===== src/rtl/ctl_pkg.sv =====
`timescale 1ns/1ps
package ctl_pkg;

  typedef struct packed {
    logic       deemph;
    logic [1:0] bass;
    logic       mono;
    logic       csel;
  } mode_t;

  localparam logic [1:0] BASS_FLAT_UNITY = 2'b11;

  localparam mode_t MODE_RESET = '{deemph: 1'b0, bass: BASS_FLAT_UNITY,
                                   mono: 1'b0, csel: 1'b0};

  // Non-unity bass shaping in effect.
  function automatic logic bass_active(input logic [1:0] bass);
    return bass != BASS_FLAT_UNITY;
  endfunction

  // Returns {left takes right, right takes left}.
  function automatic logic [1:0] route_decode(input logic mono, input logic csel);
    logic [1:0] r;
    r[1] = mono & csel;
    r[0] = mono & ~csel;
    return r;
  endfunction

  // Extract mode flags from a command word (fixed field positions).
  function automatic mode_t mode_from_word(input logic [7:0] w);
    mode_t m;
    m.deemph = w[5];
    m.bass   = {w[4], w[3]};
    m.mono   = w[2];
    m.csel   = w[1];
    return m;
  endfunction

endpackage


===== src/rtl/ctl_edge_sync.sv =====
`timescale 1ns/1ps
module ctl_edge_sync #(
  parameter int STAGES = 2
) (
  input  logic clk,
  input  logic rst_n,
  input  logic din,
  output logic level,
  output logic rise
);
  logic [STAGES-1:0] chain_q;
  logic              prev_q;

  always_ff @(posedge clk or negedge rst_n) begin
    if (!rst_n) begin
      chain_q <= '0;
      prev_q  <= 1'b0;
    end else begin
      chain_q <= {chain_q[STAGES-2:0], din};
      prev_q  <= chain_q[STAGES-1];
    end
  end

  assign level = chain_q[STAGES-1];
  assign rise  = chain_q[STAGES-1] & ~prev_q;
endmodule


===== src/rtl/ctl_word_shift.sv =====
`timescale 1ns/1ps
module ctl_word_shift #(
  parameter int WORD_W = 8
) (
  input  logic              clk,
  input  logic              rst_n,
  input  logic              shift_en,
  input  logic              bit_in,
  output logic [WORD_W-1:0] word
);
  // New bit enters at the top and moves down; the first bit of the
  // last WORD_W ends up in position 0.
  logic [WORD_W-1:0] sh_q;

  always_ff @(posedge clk or negedge rst_n) begin
    if (!rst_n)        sh_q <= '0;
    else if (shift_en) sh_q <= {bit_in, sh_q[WORD_W-1:1]};
  end

  assign word = sh_q;
endmodule


===== src/rtl/ctl_reg_bank.sv =====
`timescale 1ns/1ps
module ctl_reg_bank
  import ctl_pkg::*;
#(
  parameter int WORD_W = 8
) (
  input  logic              clk,
  input  logic              rst_n,
  input  logic              commit,
  input  logic [WORD_W-1:0] word,
  output logic [WORD_W-2:0] att_q,
  output mode_t             mode_q,
  output logic              commit_att,
  output logic              commit_mode
);
  localparam int ATT_W = WORD_W - 1;
  localparam logic [ATT_W-1:0] FULL_SCALE = '1;

  assign commit_att  = commit & ~word[WORD_W-1];
  assign commit_mode = commit &  word[WORD_W-1];

  always_ff @(posedge clk or negedge rst_n) begin
    if (!rst_n)          att_q <= FULL_SCALE;
    else if (commit_att) att_q <= word[ATT_W-1:0];
  end

  always_ff @(posedge clk or negedge rst_n) begin
    if (!rst_n)           mode_q <= MODE_RESET;
    else if (commit_mode) mode_q <= mode_from_word(word[7:0]);
  end
endmodule


===== src/rtl/ctl_serial_port.sv =====
`timescale 1ns/1ps
module ctl_serial_port
  import ctl_pkg::*;
#(
  parameter int WORD_W      = 8,
  parameter int SYNC_STAGES = 2
) (
  input  logic              clk,
  input  logic              rst_n,
  input  logic              sel_parallel,
  input  logic              ser_dat,
  input  logic              ser_clk,
  input  logic              ser_latch,
  input  logic              pin_mute,
  input  logic              pin_deemph,
  input  logic              pin_bb1,
  input  logic              pin_bb2,
  output logic [WORD_W-2:0] gain_code,
  output logic              deemph_en,
  output logic [1:0]        bass_sel,
  output logic              boost_active,
  output logic              mute_req,
  output logic              left_src_right,
  output logic              right_src_left
);
  localparam int ATT_W = WORD_W - 1;
  localparam logic [ATT_W-1:0] FULL_SCALE = '1;
  localparam int N_LINES = 3;
  localparam int L_DAT = 0;
  localparam int L_CLK = 1;
  localparam int L_LAT = 2;

  logic [N_LINES-1:0] raw_lines, sync_lvl, sync_rise;
  assign raw_lines = {ser_latch, ser_clk, ser_dat};

  for (genvar g = 0; g < N_LINES; g++) begin : g_sync
    ctl_edge_sync #(.STAGES(SYNC_STAGES)) sync_i (
      .clk  (clk),
      .rst_n(rst_n),
      .din  (raw_lines[g]),
      .level(sync_lvl[g]),
      .rise (sync_rise[g])
    );
  end

  // Named internal events
  logic shift_evt, latch_evt, commit_att, commit_mode;
  logic [WORD_W-1:0] word;
  logic [ATT_W-1:0]  att_q;
  mode_t             mode_q;

  assign shift_evt = sync_rise[L_CLK];
  assign latch_evt = sync_rise[L_LAT] & ~sel_parallel;

  ctl_word_shift #(.WORD_W(WORD_W)) shift_i (
    .clk     (clk),
    .rst_n   (rst_n),
    .shift_en(shift_evt),
    .bit_in  (sync_lvl[L_DAT]),
    .word    (word)
  );

  ctl_reg_bank #(.WORD_W(WORD_W)) bank_i (
    .clk        (clk),
    .rst_n      (rst_n),
    .commit     (latch_evt),
    .word       (word),
    .att_q      (att_q),
    .mode_q     (mode_q),
    .commit_att (commit_att),
    .commit_mode(commit_mode)
  );

  // Output selection
  logic [1:0] route;
  assign route = route_decode(mode_q.mono, mode_q.csel);

  always_comb begin
    if (sel_parallel) begin
      gain_code      = FULL_SCALE;
      deemph_en      = pin_deemph;
      bass_sel       = {pin_bb1, pin_bb2};
      boost_active   = 1'b0;
      mute_req       = pin_mute;
      left_src_right = 1'b0;
      right_src_left = 1'b0;
    end else begin
      gain_code      = att_q;
      deemph_en      = mode_q.deemph;
      bass_sel       = mode_q.bass;
      boost_active   = bass_active(mode_q.bass);
      mute_req       = 1'b0;
      left_src_right = route[1];
      right_src_left = route[0];
    end
  end
endmodule


===== config.mk =====
export PLATFORM = sky130hd
export DESIGN_NAME = ctl_serial_port
export DESIGN_NICKNAME = d
export VERILOG_FILES = /design/src/rtl/ctl_pkg.sv /design/src/rtl/ctl_edge_sync.sv /design/src/rtl/ctl_word_shift.sv /design/src/rtl/ctl_reg_bank.sv /design/src/rtl/ctl_serial_port.sv
export SDC_FILE = /design/constraint.sdc
export NUM_CORES = 1
export LEC_CHECK = 0
export BUFFER_PORTS_ARGS = -buffer_cell sky130_fd_sc_hd__buf_2
export CORE_MARGIN = 3
export CORE_UTILIZATION = 55
export DETAILED_ROUTE_END_ITERATION = 6
export PLACE_DENSITY = 0.81
export SLEW_MARGIN = 20
export SYNTH_ARGS = -nofsm -noshare
export SYNTH_HDL_FRONTEND = slang
export SYNTH_SLANG_ARGS = --single-unit

===== constraint.sdc =====
create_clock -name clk -period 3.16 [get_ports clk]
set_input_delay 0.474 -clock clk [delete_from_list [all_inputs] [get_ports clk]]
set_output_delay 0.474 -clock clk [all_outputs]
set_load 0.005 [all_outputs]

**Word-level counts from Yosys, hierarchy flattened**

Index checks and enable logic that the tools add are counted.

- Add/sub/neg operators: 0
- $mul: 0
- Div/mod/pow operators: 0
- Magnitude comparators: 0
- Eq/ne operators: 1
- Shift operators: 0
- Multiplexer cells: 7
- Bitwise logic cells: 12
- Reduce and logical (&&, ||, !) cells: 0

Operators by type and width:

| kind | count |
|---|---|
| bitwise AND 1 bit | 7 |
| two-way mux 7 bit | 1 |
| two-way mux 1 bit | 5 |
| inverter 1 bit | 5 |
| two-way mux 2 bit | 1 |
| != test 2 bit (second input constant) | 1 |

- Flip-flop bits (word level): 28
- Bits in latches: 0
- RAM bits: 0
- Memory bits (read-only): 0
- Bits of input ports: 10
- Memories kept: 0

**Logic depth before layout (Yosys ltp)**

Gate-level depths: netlist of run 1.

- Depth in word-level cells: 4
- Gate-level depth with buffers: 3
- Depth with buffers taken out: 2

**By module**

A second synthesis of run 1 with hierarchy kept.

- Cell total of the unflattened synthesis: 73
- Area, all modules: 1202.4 µm²

By module, submodules not included:

| module | times used | cells an instance | area each (µm²) |
|---|---|---|---|
| ctl_reg_bank | 1 | 28 | 471.7 |
| ctl_word_shift | 1 | 17 | 331.6 |
| ctl_edge_sync | 3 | 4 | 88.8 |
| ctl_serial_port | 1 | 16 | 132.6 |

**Least setup slack after synthesis of run 1**

OpenSTA, ideal clock, no wires.

- Kind: input to output
- From: input port sel_parallel
- To: output port gain_code[0]
- Arrival: 1.041 ns
- Setup slack: 1.645 ns
- Stages on the path: 3
- Buffers on the path: 2
- Path through: buf_6 clkbuf_1 or2_2

- Word-level cells in the longest chain between the ends: 1

RTL lines:

| element | RTL line | source |
|---|---|---|
| start: declaration | ctl_serial_port.sv:10 | `input logic sel_parallel,` |
| two-way mux 7 bit | ctl_serial_port.sv:79 | `if (sel_parallel) begin` |
| end: declaration | ctl_serial_port.sv:18 | `output logic [WORD_W-2:0] gain_code,` |

Every way passes these cells.

**Worst setup path in the final report of run 1**

- From: input port sel_parallel
- To: output port bass_sel[1]

- Word-level cells in the longest chain between the ends: 1

RTL lines:

| element | RTL line | source |
|---|---|---|
| two-way mux 2 bit | ctl_serial_port.sv:79 |  |
| end: declaration | ctl_serial_port.sv:20 | `output logic [1:0] bass_sel,` |

Every way passes these cells.

==> summary.md, run 1 <==
## Floorplanning
• Die Y-Extent: 50.90 um
• floorplan die area: 2590 um^2
• Core Rows: 15
• effective utilization at floorplan: 60.89%
• die extent in x: 50.90 um
• I/O pin count: 24
• area of the core: 1821 um^2

## Worst setup path
• Worst Reg-to-Reg Cells: 2
• worst-case register-to-register setup slack: 1.79 ns
• critical path endpoint category: output port
• worst setup path category: in2out
• endpoint of the most critical setup path: bass_sel[1]
• Required @ worst endpoint: 2.69 ns
• crit path launch type: input pin
• Crit Reg-Reg Startpoint: shift_i.word[7]$_DFFE_PN0P_
• Reg-to-Reg End: bank_i.att_q[5]$_DFFE_PN1P_
• beginning of the critical path: sel_parallel
• Max FO, Critical Path: 16
• CP Data Arrival Time: 1.24 ns

## Placed design
• number of buffers added on ports: 23
• Placed Cells incl. Taps: 113
• estimated wirelength of the detail-placed design: 1140 um
• placer congestion estimate: 0.7050

## Logic synthesis
• main flop type after synthesis: sky130_fd_sc_hd__dfrtp_1
• post-synthesis cell type with the largest combined area: sky130_fd_sc_hd__dfrtp_1
• count leader, synth: sky130_fd_sc_hd__mux2_2
• area of the mapped netlist: 1109 um^2
• number of warnings reported in the yosys synthesis log: 0
• top-area cell type share of the netlist area: 42.89%
• number of enable flip-flop cells after synthesis: 0
• register area share after synthesis: 64.22%
• number of standard cells after synthesis: 68
• most instantiated cells after synthesis: 23 x sky130_fd_sc_hd__mux2_2, 19 x sky130_fd_sc_hd__dfrtp_1, 9 x sky130_fd_sc_hd__dfstp_2
• mean cell area of the mapped netlist: 16.30 um^2
• number of synthesized register bits: 28
• top post-synthesis cells by area: sky130_fd_sc_hd__dfrtp_1 43%, sky130_fd_sc_hd__mux2_2 23%, sky130_fd_sc_hd__dfstp_2 21%
• number of distinct library cells after synthesis: 13
• Synth Net Count: 78
• fraction of synthesis flops using an asynchronous set or reset pin: 100.0%

## Clock network
• hold buffer count at cts: 0
• TritonCTS buffer count: 3
• cells resized by post-CTS repair: 0
• TritonCTS clock tree: yes
• clock sinks: 28
• H-tree levels: 1
• Post CTS Setup Buffer Count: 0
• Bufs on Longest Clock Path: 2
• clock edge transition at the registers on the reported setup and hold paths: 0.14 ns
• clk root buf: sky130_fd_sc_hd__clkbuf_4
• latest clock arrival within the worst-skew pair: 0.32 ns

## Timing
• # setup viols final: 0
• RSZ-0062 raised after global routing: no
• Least-Margin Pin Slew: 0.5783 ns
• Hold Violations, Final: 0
• post-route clock period utilization: 54.11%
• min Tclk post-route: 1.710 ns
• relative max-transition margin: 61.45%
• setup clock skew after layout: 0.007494 ns
• highest clock rate: 584.9 MHz
• final-report max-slew violation count: 0
• total negative slack for setup checks: 0 ns

## Power and ir drop
• Leak: 0.0005683 uW
• power density cells: 767.3 nW/um^2
• worst ir drop on vdd: 469.8 uV

## Route
• number of DRC markers in iteration 0: 2
• first-pass iteration count of the detailed router: 2
• detailed-route wire length: 1729 um
• remaining routing DRC violations: 0
• via/cell ratio: 5.051
• DR vias: 591
• average detailed-routed wire length per instance: 14.78 um
• antenna violation net count after detailed routing: 0

## Cells and area
• signed area change from the synthesized netlist to the final layout: 13.88%
• final std cells w/o fill: 117
• Fill cells: 144
• Layout Nets: 103
• antenna diode count: 0
• layout cell share with drive strength beyond 1: 73.91%

## Global routing
• GR Overflow Total: 0
• combined global-route utilization of all metal layers: 16.72%
• maximum number of pins on one net before global-route repair: 29
• initial antenna violation count: 0
• vias in the first global route: 684
• global-route wire length before repair: 3105 um

## Run status
• run status: finished, final reports clean

## Flow run
• maximum capacitance violations: 0

## Hold path
• worst hold path type: in2async

[cells by family (layout without fill, tap and decap cells)]
logic type	after synthesis	in the layout	share of synthesized area, %
buf+inv	3	27	1.693
mux	23	23	23.36
simple gates	13	13	10.27
flops	28	28	64.22
compound gates	1	1	0.4510
[where the power goes]
part | leakage, uW | internal [uW] | switching (uW) | total (uW)
registers | 0.000321 | 516 | 80.3 | 596
logic | 0.000233 | 151 | 74.4 | 225
clock network | 0.0000150 | 49.4 | 98.2 | 148
total | 0.000568 | 716 | 253 | 969
[sequential cells by signal, summed over array words and instances (netlist names)]
register               count
g_sync.sync_i.prev_q       2
g_sync.sync_i.chain_q      6
shift_i.word               8
bank_i.mode_q              5
bank_i.att_q               7
[stage by stage]
| step | area (um^2) | total power [uW] | util, % | setup WS [ns] | hold slack [ns] |
|---|---|---|---|---|---|
| global route | 1262 | 1038 | 69.35 | 1.400 | 0.1394 |
| finish | 1262 | 968.7 | 69.35 | 1.450 | 0.1256 |
| CTS | 1262 | 980.0 | 69.35 | 1.443 | 0.1368 |
| floorplan | 1109 | 734.2 | - | 1.645 | 0.1784 |
| global placement | 1236 | 814.4 | 67.90 | 1.449 | 0.3323 |
| detailed placement | 1236 | 827.8 | 67.90 | 1.444 | 0.3347 |
[worst max-delay path, cell delays in order]
cell and delay [ns]:
sky130_fd_sc_hd__buf_2 0.27, sky130_fd_sc_hd__mux2_2 0.37, sky130_fd_sc_hd__buf_2 0.12
[cell usage in the layout (no fill, tap or decap), types with 3 or more instances in the layout]
cell type / instances
sky130_fd_sc_hd__or2_2: 7
sky130_fd_sc_hd__dfrtp_1: 19
sky130_fd_sc_hd__buf_2: 23
sky130_fd_sc_hd__mux2_2: 23
sky130_fd_sc_hd__clkbuf_4: 3
sky130_fd_sc_hd__dfstp_2: 9
[worst min path at each step]
| stage | start | slack [ns] | to | depth (start not counted) |
|---|---|---|---|---|
| global route | rst_n | 0.14 | shift_i.word[0]$_DFFE_PN0P_ | 1 |
| global placement | g_sync[0].sync_i.chain_q[0]$_DFF_PN0_ | 0.33 | g_sync[0].sync_i.chain_q[1]$_DFF_PN0_ | 0 |
| floorplan | rst_n | 0.18 | bank_i.mode_q[0]$_DFFE_PN0P_ | 0 |
| CTS | rst_n | 0.14 | shift_i.word[0]$_DFFE_PN0P_ | 1 |
| finish | rst_n | 0.13 | shift_i.word[0]$_DFFE_PN0P_ | 1 |
| detailed placement | g_sync[0].sync_i.chain_q[0]$_DFF_PN0_ | 0.33 | g_sync[0].sync_i.chain_q[1]$_DFF_PN0_ | 0 |
[metal layers]
| metal | GRT usage (%) | part of all wire (%) |
|---|---|---|
| met5 | 0 | 0 |
| met3 | 1.749 | 4.5 |
| met2 | 26.96 | 47 |
| met1 | 21.58 | 46 |
| met4 | 10.76 | 2.0 |
[area by class of cell]
type / instances / area (um^2) / area share [%]
Clock buffer: 4 / 26.28 / 2.081
Multi-Input combinational cell: 37 / 377.9 / 29.93
Sequential cell: 28 / 711.9 / 56.39
Tap cell: 25 / 31.28 / 2.478
Timing Repair Buffer: 23 / 115.1 / 9.118
(Power assumes the default switching activity.)
==> inputs of run 2 (changes only) <==
--- a/config.mk
+++ b/config.mk
@@ -7,9 +7,9 @@
 export LEC_CHECK = 0
 export BUFFER_PORTS_ARGS = -buffer_cell sky130_fd_sc_hd__buf_2
 export CORE_MARGIN = 3
-export CORE_UTILIZATION = 55
+export CORE_UTILIZATION = 51
 export DETAILED_ROUTE_END_ITERATION = 6
-export PLACE_DENSITY = 0.81
+export PLACE_DENSITY = 0.76
 export SLEW_MARGIN = 20
 export SYNTH_ARGS = -nofsm -noshare
 export SYNTH_HDL_FRONTEND = slang
==> constraint.sdc (replaced) <==
create_clock -name clk -period 1.7 [get_ports clk]
set_input_delay 0.255 -clock clk [delete_from_list [all_inputs] [get_ports clk]]
set_output_delay 0.255 -clock clk [all_outputs]
set_load 0.005 [all_outputs]
==> run 2 against run 1 <==
Against the previous run: wire length shrank 2.5%; largest cell class unchanged; sequential share of layout area decreased by 2.1 points; first-iteration DRC count unchanged; critical endpoint unchanged.
==> summary.md, run 2 (synthesized netlist as in run 1, its figures left out) <==
## Timing
• setup clock skew after layout: 0.003595 ns, was 0.007494 ns
• Least-Margin Pin Slew: 0.5985 ns, was 0.5783 ns
• # setup viols final: 0, unchanged
• highest clock rate: 724.6 MHz
• Hold Violations, Final: 0, unchanged
• RSZ-0062 raised after global routing: no, unchanged
• relative max-transition margin: 60.10%, was 61.45%
• total negative slack for setup checks: 0 ns, unchanged
• post-route clock period utilization: 81.18%
• min Tclk post-route: 1.380 ns
• final-report max-slew violation count: 0, unchanged

## Placed design
• Placed Cells incl. Taps: 115, was 113
• number of buffers added on ports: 23, unchanged
• estimated wirelength of the detail-placed design: 1209 um, was 1140 um
• placer congestion estimate: 0.7001, was 0.7050

## Floorplanning
• effective utilization at floorplan: 55.37%, was 60.89%
• Die Y-Extent: 52.62 um, was 50.90 um
• I/O pin count: 24, unchanged
• floorplan die area: 2769 um^2, was 2590 um^2
• area of the core: 2002 um^2, was 1821 um^2
• die extent in x: 52.62 um, was 50.90 um
• Core Rows: 16, was 15

## Global routing
• vias in the first global route: 630, was 684
• combined global-route utilization of all metal layers: 14.62%, was 16.72%
• global-route wire length before repair: 2932 um, was 3105 um
• maximum number of pins on one net before global-route repair: 29, unchanged
• initial antenna violation count: 0, unchanged
• GR Overflow Total: 0, unchanged

## Route
• DR vias: 630, was 591
• remaining routing DRC violations: 0, unchanged
• antenna violation net count after detailed routing: 0, unchanged
• first-pass iteration count of the detailed router: 2, unchanged
• number of DRC markers in iteration 0: 2, unchanged
• via/cell ratio: 5.207, was 5.051
• detailed-route wire length: 1686 um, was 1729 um
• average detailed-routed wire length per instance: 13.93 um, was 14.78 um

## Power and ir drop
• switching part of the total power: 23.74%, was 26.10%
• Leak: 0.0005896 uW, was 0.0005683 uW
• worst ir drop on vdd: 858.4 uV, was 469.8 uV
• reported net switching power: 460.6 uW, was 252.8 uW
• portion of total power attributed to sequential cells: 56.5%, was 61.5%
• clock network power share: 21.9%, was 15.2%
• Internal Dissipation: 1479 uW, was 715.9 uW
• Comb pwr share: 21.6%, was 23.2%
• power density cells: 1479 nW/um^2, was 767.3 nW/um^2

## Worst setup path
• beginning of the critical path: bank_i.mode_q[3]$_DFFE_PN1P_, was sel_parallel
• CP Data Arrival Time: 1.13 ns, was 1.24 ns
• Bufs and invs on worst path: 1, was 2
• highest cell delay on the worst timing path: 0.57 ns, was 0.37 ns
• cell with the largest stage delay on the worst path: sky130_fd_sc_hd__dfstp_2, was sky130_fd_sc_hd__mux2_2
• Crit Reg-Reg Startpoint: shift_i.word[7]$_DFFE_PN0P_, unchanged
• Max FO, Critical Path: 3, was 16
• endpoint of the most critical setup path: bass_sel[1], unchanged
• family with the most delay on the worst path: flip-flops, was buffers and inverters
• worst setup path category: reg2out, was in2out
• Reg-to-Reg End: bank_i.att_q[3]$_DFFE_PN1P_, was bank_i.att_q[5]$_DFFE_PN1P_
• depth of the critical timing path with buffers and inverters included: 2, was 3
• Required @ worst endpoint: 1.44 ns, was 2.69 ns
• crit path launch type: flop, was input pin
• Worst Reg-to-Reg Cells: 2, unchanged
• worst-case register-to-register setup slack: 0.32 ns, was 1.79 ns
• sequence of cells on the critical path: mux2_2 -> buf_2, was buf_2 -> mux2_2 -> buf_2
• critical path endpoint category: output port, unchanged

## Clock network
• cells resized by post-CTS repair: 0, unchanged
• clock sinks: 28, unchanged
• H-tree levels: 1, unchanged
• TritonCTS clock tree: yes, unchanged
• Bufs on Longest Clock Path: 2, unchanged
• Post CTS Setup Buffer Count: 0, unchanged
• clock edge transition at the registers on the reported setup and hold paths: 0.14 ns, about the same
• TritonCTS buffer count: 3, unchanged
• latest clock arrival within the worst-skew pair: 0.32 ns, about the same
• clk root buf: sky130_fd_sc_hd__clkbuf_4, unchanged

## Cells and area
• antenna diode count: 0, unchanged
• Layout Nets: 105, was 103
• layout cell share with drive strength beyond 1: 73.40%, was 73.91%
• most used cells in the layout excluding fill and tap cells: 23 x sky130_fd_sc_hd__mux2_2, 23 x sky130_fd_sc_hd__buf_2, 19 x sky130_fd_sc_hd__dfrtp_1, 9 x sky130_fd_sc_hd__dfstp_2, 7 x sky130_fd_sc_hd__or2_2, unchanged
• signed area change from the synthesized netlist to the final layout: 18.28%, was 13.88%
• flip-flop count of the largest register after layout: 8, unchanged
• final std cells w/o fill: 121, was 117
• Fill cells: 153, was 144

## Run status
• run status: finished, final reports clean, unchanged

## Hold path
• worst hold path type: in2reg, was in2async

## Flow run
• maximum capacitance violations: 0, unchanged

==> run 2: cell type report <==
type / count / area [um^2] / area share, %
Clock buffer: 3 / 22.52 / 1.718
Clock inverter: 1 / 30.03 / 2.290
Multi-Input combinational cell: 37 / 377.9 / 28.82
Sequential cell: 28 / 711.9 / 54.29
Tap cell: 27 / 33.78 / 2.576
Timing Repair Buffer: 25 / 135.1 / 10.31
==> run 2: power by group through the flow <==
stage | logic (uW) | clock network, uW | registers [uW]
floorplan | 303 | 0 | 1060
global placement | 409 | 0 | 1110
detailed placement | 424 | 0 | 1120
CTS | 427 | 435 | 1110
global route | 466 | 470 | 1140
finish | 419 | 424 | 1100
==> run 2: metrics by stage <==
| step | setup WS [ns] | hold WS, ns | util (%) | power [uW] | instance area (um^2) |
|---|---|---|---|---|---|
| floorplan | 0.4394 | -0.04059 | - | 1365 | 1109 |
| global placement | 0.2611 | 0.2891 | 61.88 | 1518 | 1239 |
| detailed placement | 0.2280 | 0.2984 | 61.88 | 1545 | 1239 |
| global route | 0.2314 | 0.0005174 | 65.50 | 2079 | 1311 |
| finish | 0.3199 | 0.02882 | 65.50 | 1940 | 1311 |
| CTS | 0.3022 | 0.01764 | 65.00 | 1970 | 1301 |
==> run 2: routing by layer <==
metal / global-route usage [%] / share of wire (%) / vias to the layer above
li1: - / - / 287
met3: 3.419 / 4.4 / 2
met2: 23.97 / 52 / 13
met4: 3.830 / 0.71 / 0
met1: 19.40 / 42 / 328
met5: 0 / 0 / -
==> run 2: worst min path at each step <==
stage	from	to	depth (start not counted)
finish	ser_clk	g_sync[1].sync_i.chain_q[0]$_DFF_PN0_	1
detailed placement	rst_n	bank_i.mode_q[1]$_DFFE_PN0P_	1
floorplan	rst_n	bank_i.mode_q[0]$_DFFE_PN0P_	0
global placement	rst_n	shift_i.word[2]$_DFFE_PN0P_	1
global route	ser_clk	g_sync[1].sync_i.chain_q[0]$_DFF_PN0_	1
CTS	ser_latch	g_sync[2].sync_i.chain_q[0]$_DFF_PN0_	1
==> run 2: repair_timing <==
action / in CTS / in global routing
hold buffers: 1 / 1
setup endpoints to repair: 0 / 0
hold endpoints to repair: 19 / 1
==> run 2: worst register-to-register path, stage by stage (launching register included) <==
cell,delay (ns)
sky130_fd_sc_hd__dfrtp_1,0.46
sky130_fd_sc_hd__nor4b_4,0.47
sky130_fd_sc_hd__mux2_2,0.40
==> inputs of run 3 (changes only) <==
--- a/config.mk
+++ b/config.mk
@@ -7,9 +7,9 @@
 export LEC_CHECK = 0
 export BUFFER_PORTS_ARGS = -buffer_cell sky130_fd_sc_hd__buf_2
 export CORE_MARGIN = 3
-export CORE_UTILIZATION = 51
+export CORE_UTILIZATION = 46
 export DETAILED_ROUTE_END_ITERATION = 6
-export PLACE_DENSITY = 0.76
+export PLACE_DENSITY = 0.72
 export SLEW_MARGIN = 20
 export SYNTH_ARGS = -nofsm -noshare
 export SYNTH_HDL_FRONTEND = slang
==> constraint.sdc (replaced) <==
create_clock -name clk -period 1.1 [get_ports clk]
set_input_delay 0.165 -clock clk [delete_from_list [all_inputs] [get_ports clk]]
set_output_delay 0.165 -clock clk [all_outputs]
set_load 0.005 [all_outputs]
==> run 3 against run 2 <==
Against the previous run: via count rose by 7.0%; register-to-register slack got worse by 0.48 ns; sequential cell count did not move; cell count rose by 14%; critical endpoint is now deemph_en; non-clock buffer count rose by 16; power rose by 87%; clock skew rose by 0.0043 ns; clock power rose by 54%; core utilization rose by 6.2 points; sequential power rose by 59%; the flow now finishes with violations (negative setup slack).
==> summary.md, run 3 (synthesized netlist as in run 1, its figures left out) <==
## Worst setup path
• family with the most delay on the worst path: flip-flops, unchanged
• cell with the largest stage delay on the worst path: sky130_fd_sc_hd__dfrtp_1, was sky130_fd_sc_hd__dfstp_2
• beginning of the critical path: bank_i.mode_q[4]$_DFFE_PN0P_, was bank_i.mode_q[3]$_DFFE_PN1P_
• critical path endpoint category: output port, unchanged
• Max FO, Critical Path: 2, was 3
• Required @ worst endpoint: 0.94 ns, was 1.44 ns
• sequence of cells on the critical path: mux2_4 -> buf_6, was mux2_2 -> buf_2
• CP Data Arrival Time: 1.14 ns, was 1.13 ns
• Bufs and invs on worst path: 1, unchanged
• crit path launch type: flop, unchanged
• Crit Reg-Reg Startpoint: g_sync[2].sync_i.prev_q$_DFF_PN0_, was shift_i.word[7]$_DFFE_PN0P_
• worst setup path category: reg2out, unchanged
• highest cell delay on the worst timing path: 0.42 ns, was 0.57 ns

## Power and ir drop
• switching part of the total power: 23.55%, was 23.74%
• power density cells: 2239 nW/um^2, was 1479 nW/um^2
• reported net switching power: 852.2 uW, was 460.6 uW
• worst ir drop on vdd: 1645 uV, was 858.4 uV
• Leak: 0.0007611 uW, was 0.0005896 uW
• clock network power share: 18.1%, was 21.9%
• Comb pwr share: 33.6%, was 21.6%
• portion of total power attributed to sequential cells: 48.3%, was 56.5%
• Internal Dissipation: 2767 uW, was 1479 uW
• post-route total power: 3619 uW, was 1940 uW

## Global routing
• vias in the first global route: 665, was 630
• initial antenna violation count: 0, unchanged
• maximum number of pins on one net before global-route repair: 18, was 29
• global-route wire length before repair: 3153 um, was 2932 um
• GR Overflow Total: 0, unchanged
• combined global-route utilization of all metal layers: 15.55%, was 14.62%

## Timing
• min Tclk post-route: 1.305 ns
• final-report max-slew violation count: 0, unchanged
• RSZ-0062 raised after global routing: yes, was no
• Setup WS post-layout: -0.2047 ns, was 0.3199 ns
• setup clock skew after layout: 0.007901 ns, was 0.003595 ns
• post-route clock period utilization: 118.6%
• total negative slack for setup checks: -3.542 ns, was 0 ns
• Least-Margin Pin Slew: 0.3036 ns, was 0.5985 ns
• relative max-transition margin: 79.76%, was 60.10%
• # setup viols final: 25, was 0
• highest clock rate: 766.5 MHz
• Hold Violations, Final: 0, unchanged

## Cells and area
• Layout Nets: 121, was 105
• most used cells in the layout excluding fill and tap cells: 19 x sky130_fd_sc_hd__dfrtp_1, 16 x sky130_fd_sc_hd__mux2_4, 13 x sky130_fd_sc_hd__buf_6, 12 x sky130_fd_sc_hd__buf_2, 11 x sky130_fd_sc_hd__buf_4, was 23 x sky130_fd_sc_hd__mux2_2, 23 x sky130_fd_sc_hd__buf_2, 19 x sky130_fd_sc_hd__dfrtp_1, 9 x sky130_fd_sc_hd__dfstp_2, 7 x sky130_fd_sc_hd__or2_2
• most common cell after layout, fill and taps aside: sky130_fd_sc_hd__dfrtp_1
• final std cells w/o fill: 138, was 121
• signed area change from the synthesized netlist to the final layout: 45.82%, was 18.28%
• Fill cells: 158, was 153
• flip-flop count of the largest register after layout: 8, unchanged
• antenna diode count: 0, unchanged
• layout cell share with drive strength beyond 1: 77.27%, was 73.40%

## Route
• antenna violation net count after detailed routing: 0, unchanged
• via/cell ratio: 4.884, was 5.207
• DR vias: 674, was 630
• Routed met3 length: 114 um, was 75 um
• top layer reached by signal wires: met4, unchanged
• number of DRC markers in iteration 0: 0, was 2
• met2 wirelength from detailed routing: 999 um, was 885 um
• average detailed-routed wire length per instance: 15.00 um, was 13.93 um
• remaining routing DRC violations: 0, unchanged
• detailed-route wire length: 2070 um, was 1686 um
• first-pass iteration count of the detailed router: 1, was 2
• met1 WL: 900 um, was 713 um

## Flow run
• maximum capacitance violations: 0, unchanged

## Placed design
• placer congestion estimate: 0.6822, was 0.7001
• estimated wirelength of the detail-placed design: 1394 um, was 1209 um
• Placed Cells incl. Taps: 123, was 115
• number of buffers added on ports: 23, unchanged

## Run status
• run status: finished with violations, was finished, final reports clean
• failing checks: negative setup slack

## Clock network
• Bufs on Longest Clock Path: 2, unchanged
• clk root buf: sky130_fd_sc_hd__clkbuf_4, unchanged
• latest clock arrival within the worst-skew pair: 0.33 ns, was 0.32 ns
• TritonCTS clock tree: yes, unchanged
• clock sinks: 28, unchanged
• H-tree levels: 1, unchanged
• clock edge transition at the registers on the reported setup and hold paths: 0.14 ns, about the same
• TritonCTS buffer count: 3, unchanged

## Floorplanning
• Die Y-Extent: 55.09 um, was 52.62 um
• I/O pin count: 24, unchanged
• area of the core: 2255 um^2, was 2002 um^2
• die extent in x: 55.09 um, was 52.62 um
• floorplan die area: 3035 um^2, was 2769 um^2
• effective utilization at floorplan: 49.17%, was 55.37%
• Core Rows: 17, was 16

## Hold path
• worst hold path type: in2async, was in2reg

run 3: cell count changes in the layout (fill, tap and decap cells not counted), moves of 7 or more:
cell | previous run | this run
sky130_fd_sc_hd__or2_2 | 7 | 0
sky130_fd_sc_hd__buf_4 | 0 | 11
sky130_fd_sc_hd__or2_4 | 0 | 7
sky130_fd_sc_hd__buf_2 | 23 | 12
sky130_fd_sc_hd__mux2_2 | 23 | 7
sky130_fd_sc_hd__buf_6 | 0 | 13
sky130_fd_sc_hd__mux2_4 | 0 | 16
run 3: cell type report:
cell class / count / area, um^2 / area share [%]
multi-input combinational: 37 / 467.9 / 28.95
timing repair buffer: 41 / 349.1 / 21.59
tap: 28 / 35.03 / 2.167
clock buffer: 3 / 22.52 / 1.393
sequential: 28 / 711.9 / 44.04
clock inverter: 1 / 30.03 / 1.858
run 3: metrics by stage:
stage	setup WS, ns	hold slack, ns	instance area, um^2	utilization (%)
floorplan	-0.1603	-0.1306	1129	-
global placement	-0.1289	0.06390	1324	58.71
detailed placement	-0.1721	0.06820	1324	58.71
CTS	-0.2017	0.2290	1563	69.31
global route	-0.2330	0.2499	1617	71.70
finish	-0.2047	0.2312	1617	71.70
run 3: path summary, 6_finish.rpt:
| kind | end | slack (ns) | cells after the start |
|---|---|---|---|
| min in group clk | g_sync[2].sync_i.chain_q[1]$_DFF_PN0_ | 0.36 | 0 |
| hold reg to reg | g_sync[2].sync_i.chain_q[1]$_DFF_PN0_ | 0.36 | 0 |
| setup reg to reg | bank_i.att_q[6]$_DFFE_PN1P_ | -0.16 | 3 |
| max in group asynchronous | bank_i.att_q[4]$_DFFE_PN1P_ | 0.40 | 3 |
| hold / removal | g_sync[2].sync_i.chain_q[1]$_DFF_PN0_ | 0.23 | 2 |
| setup / recovery | deemph_en | -0.20 | 2 |
run 3: power groups by stage:
stage / combinational, uW / sequential, uW / clock [uW]
after detailed placement: 746 / 1750 / 0
after global placement: 711 / 1720 / 0
final: 1220 / 1750 / 655
after CTS: 1130 / 1740 / 676
after global routing: 1320 / 1800 / 708
after floorplan: 521 / 1650 / 0
run 3: per-layer routing:
layer	GRT usage, %	vias to the layer above
li1	-	320
met1	19.83	329
met2	24.02	18
met3	5.630	7
met4	6.073	0
met5	0	-
run 3: repair_timing:
item	4_1_cts	5_1_grt
hold buffers	4	0
resized for setup	27	6
pin swaps	1	1
setup endpoints to repair	25	31
setup buffers	4	3
endpoints found under the hold margin	24	0
run 3: worst register-to-register path, cell delays in order (launching register included):
cell and delay (ns):
sky130_fd_sc_hd__dfrtp_1 0.43, sky130_fd_sc_hd__nor4b_4 0.27, sky130_fd_sc_hd__buf_6 0.19, sky130_fd_sc_hd__mux2_4 0.31
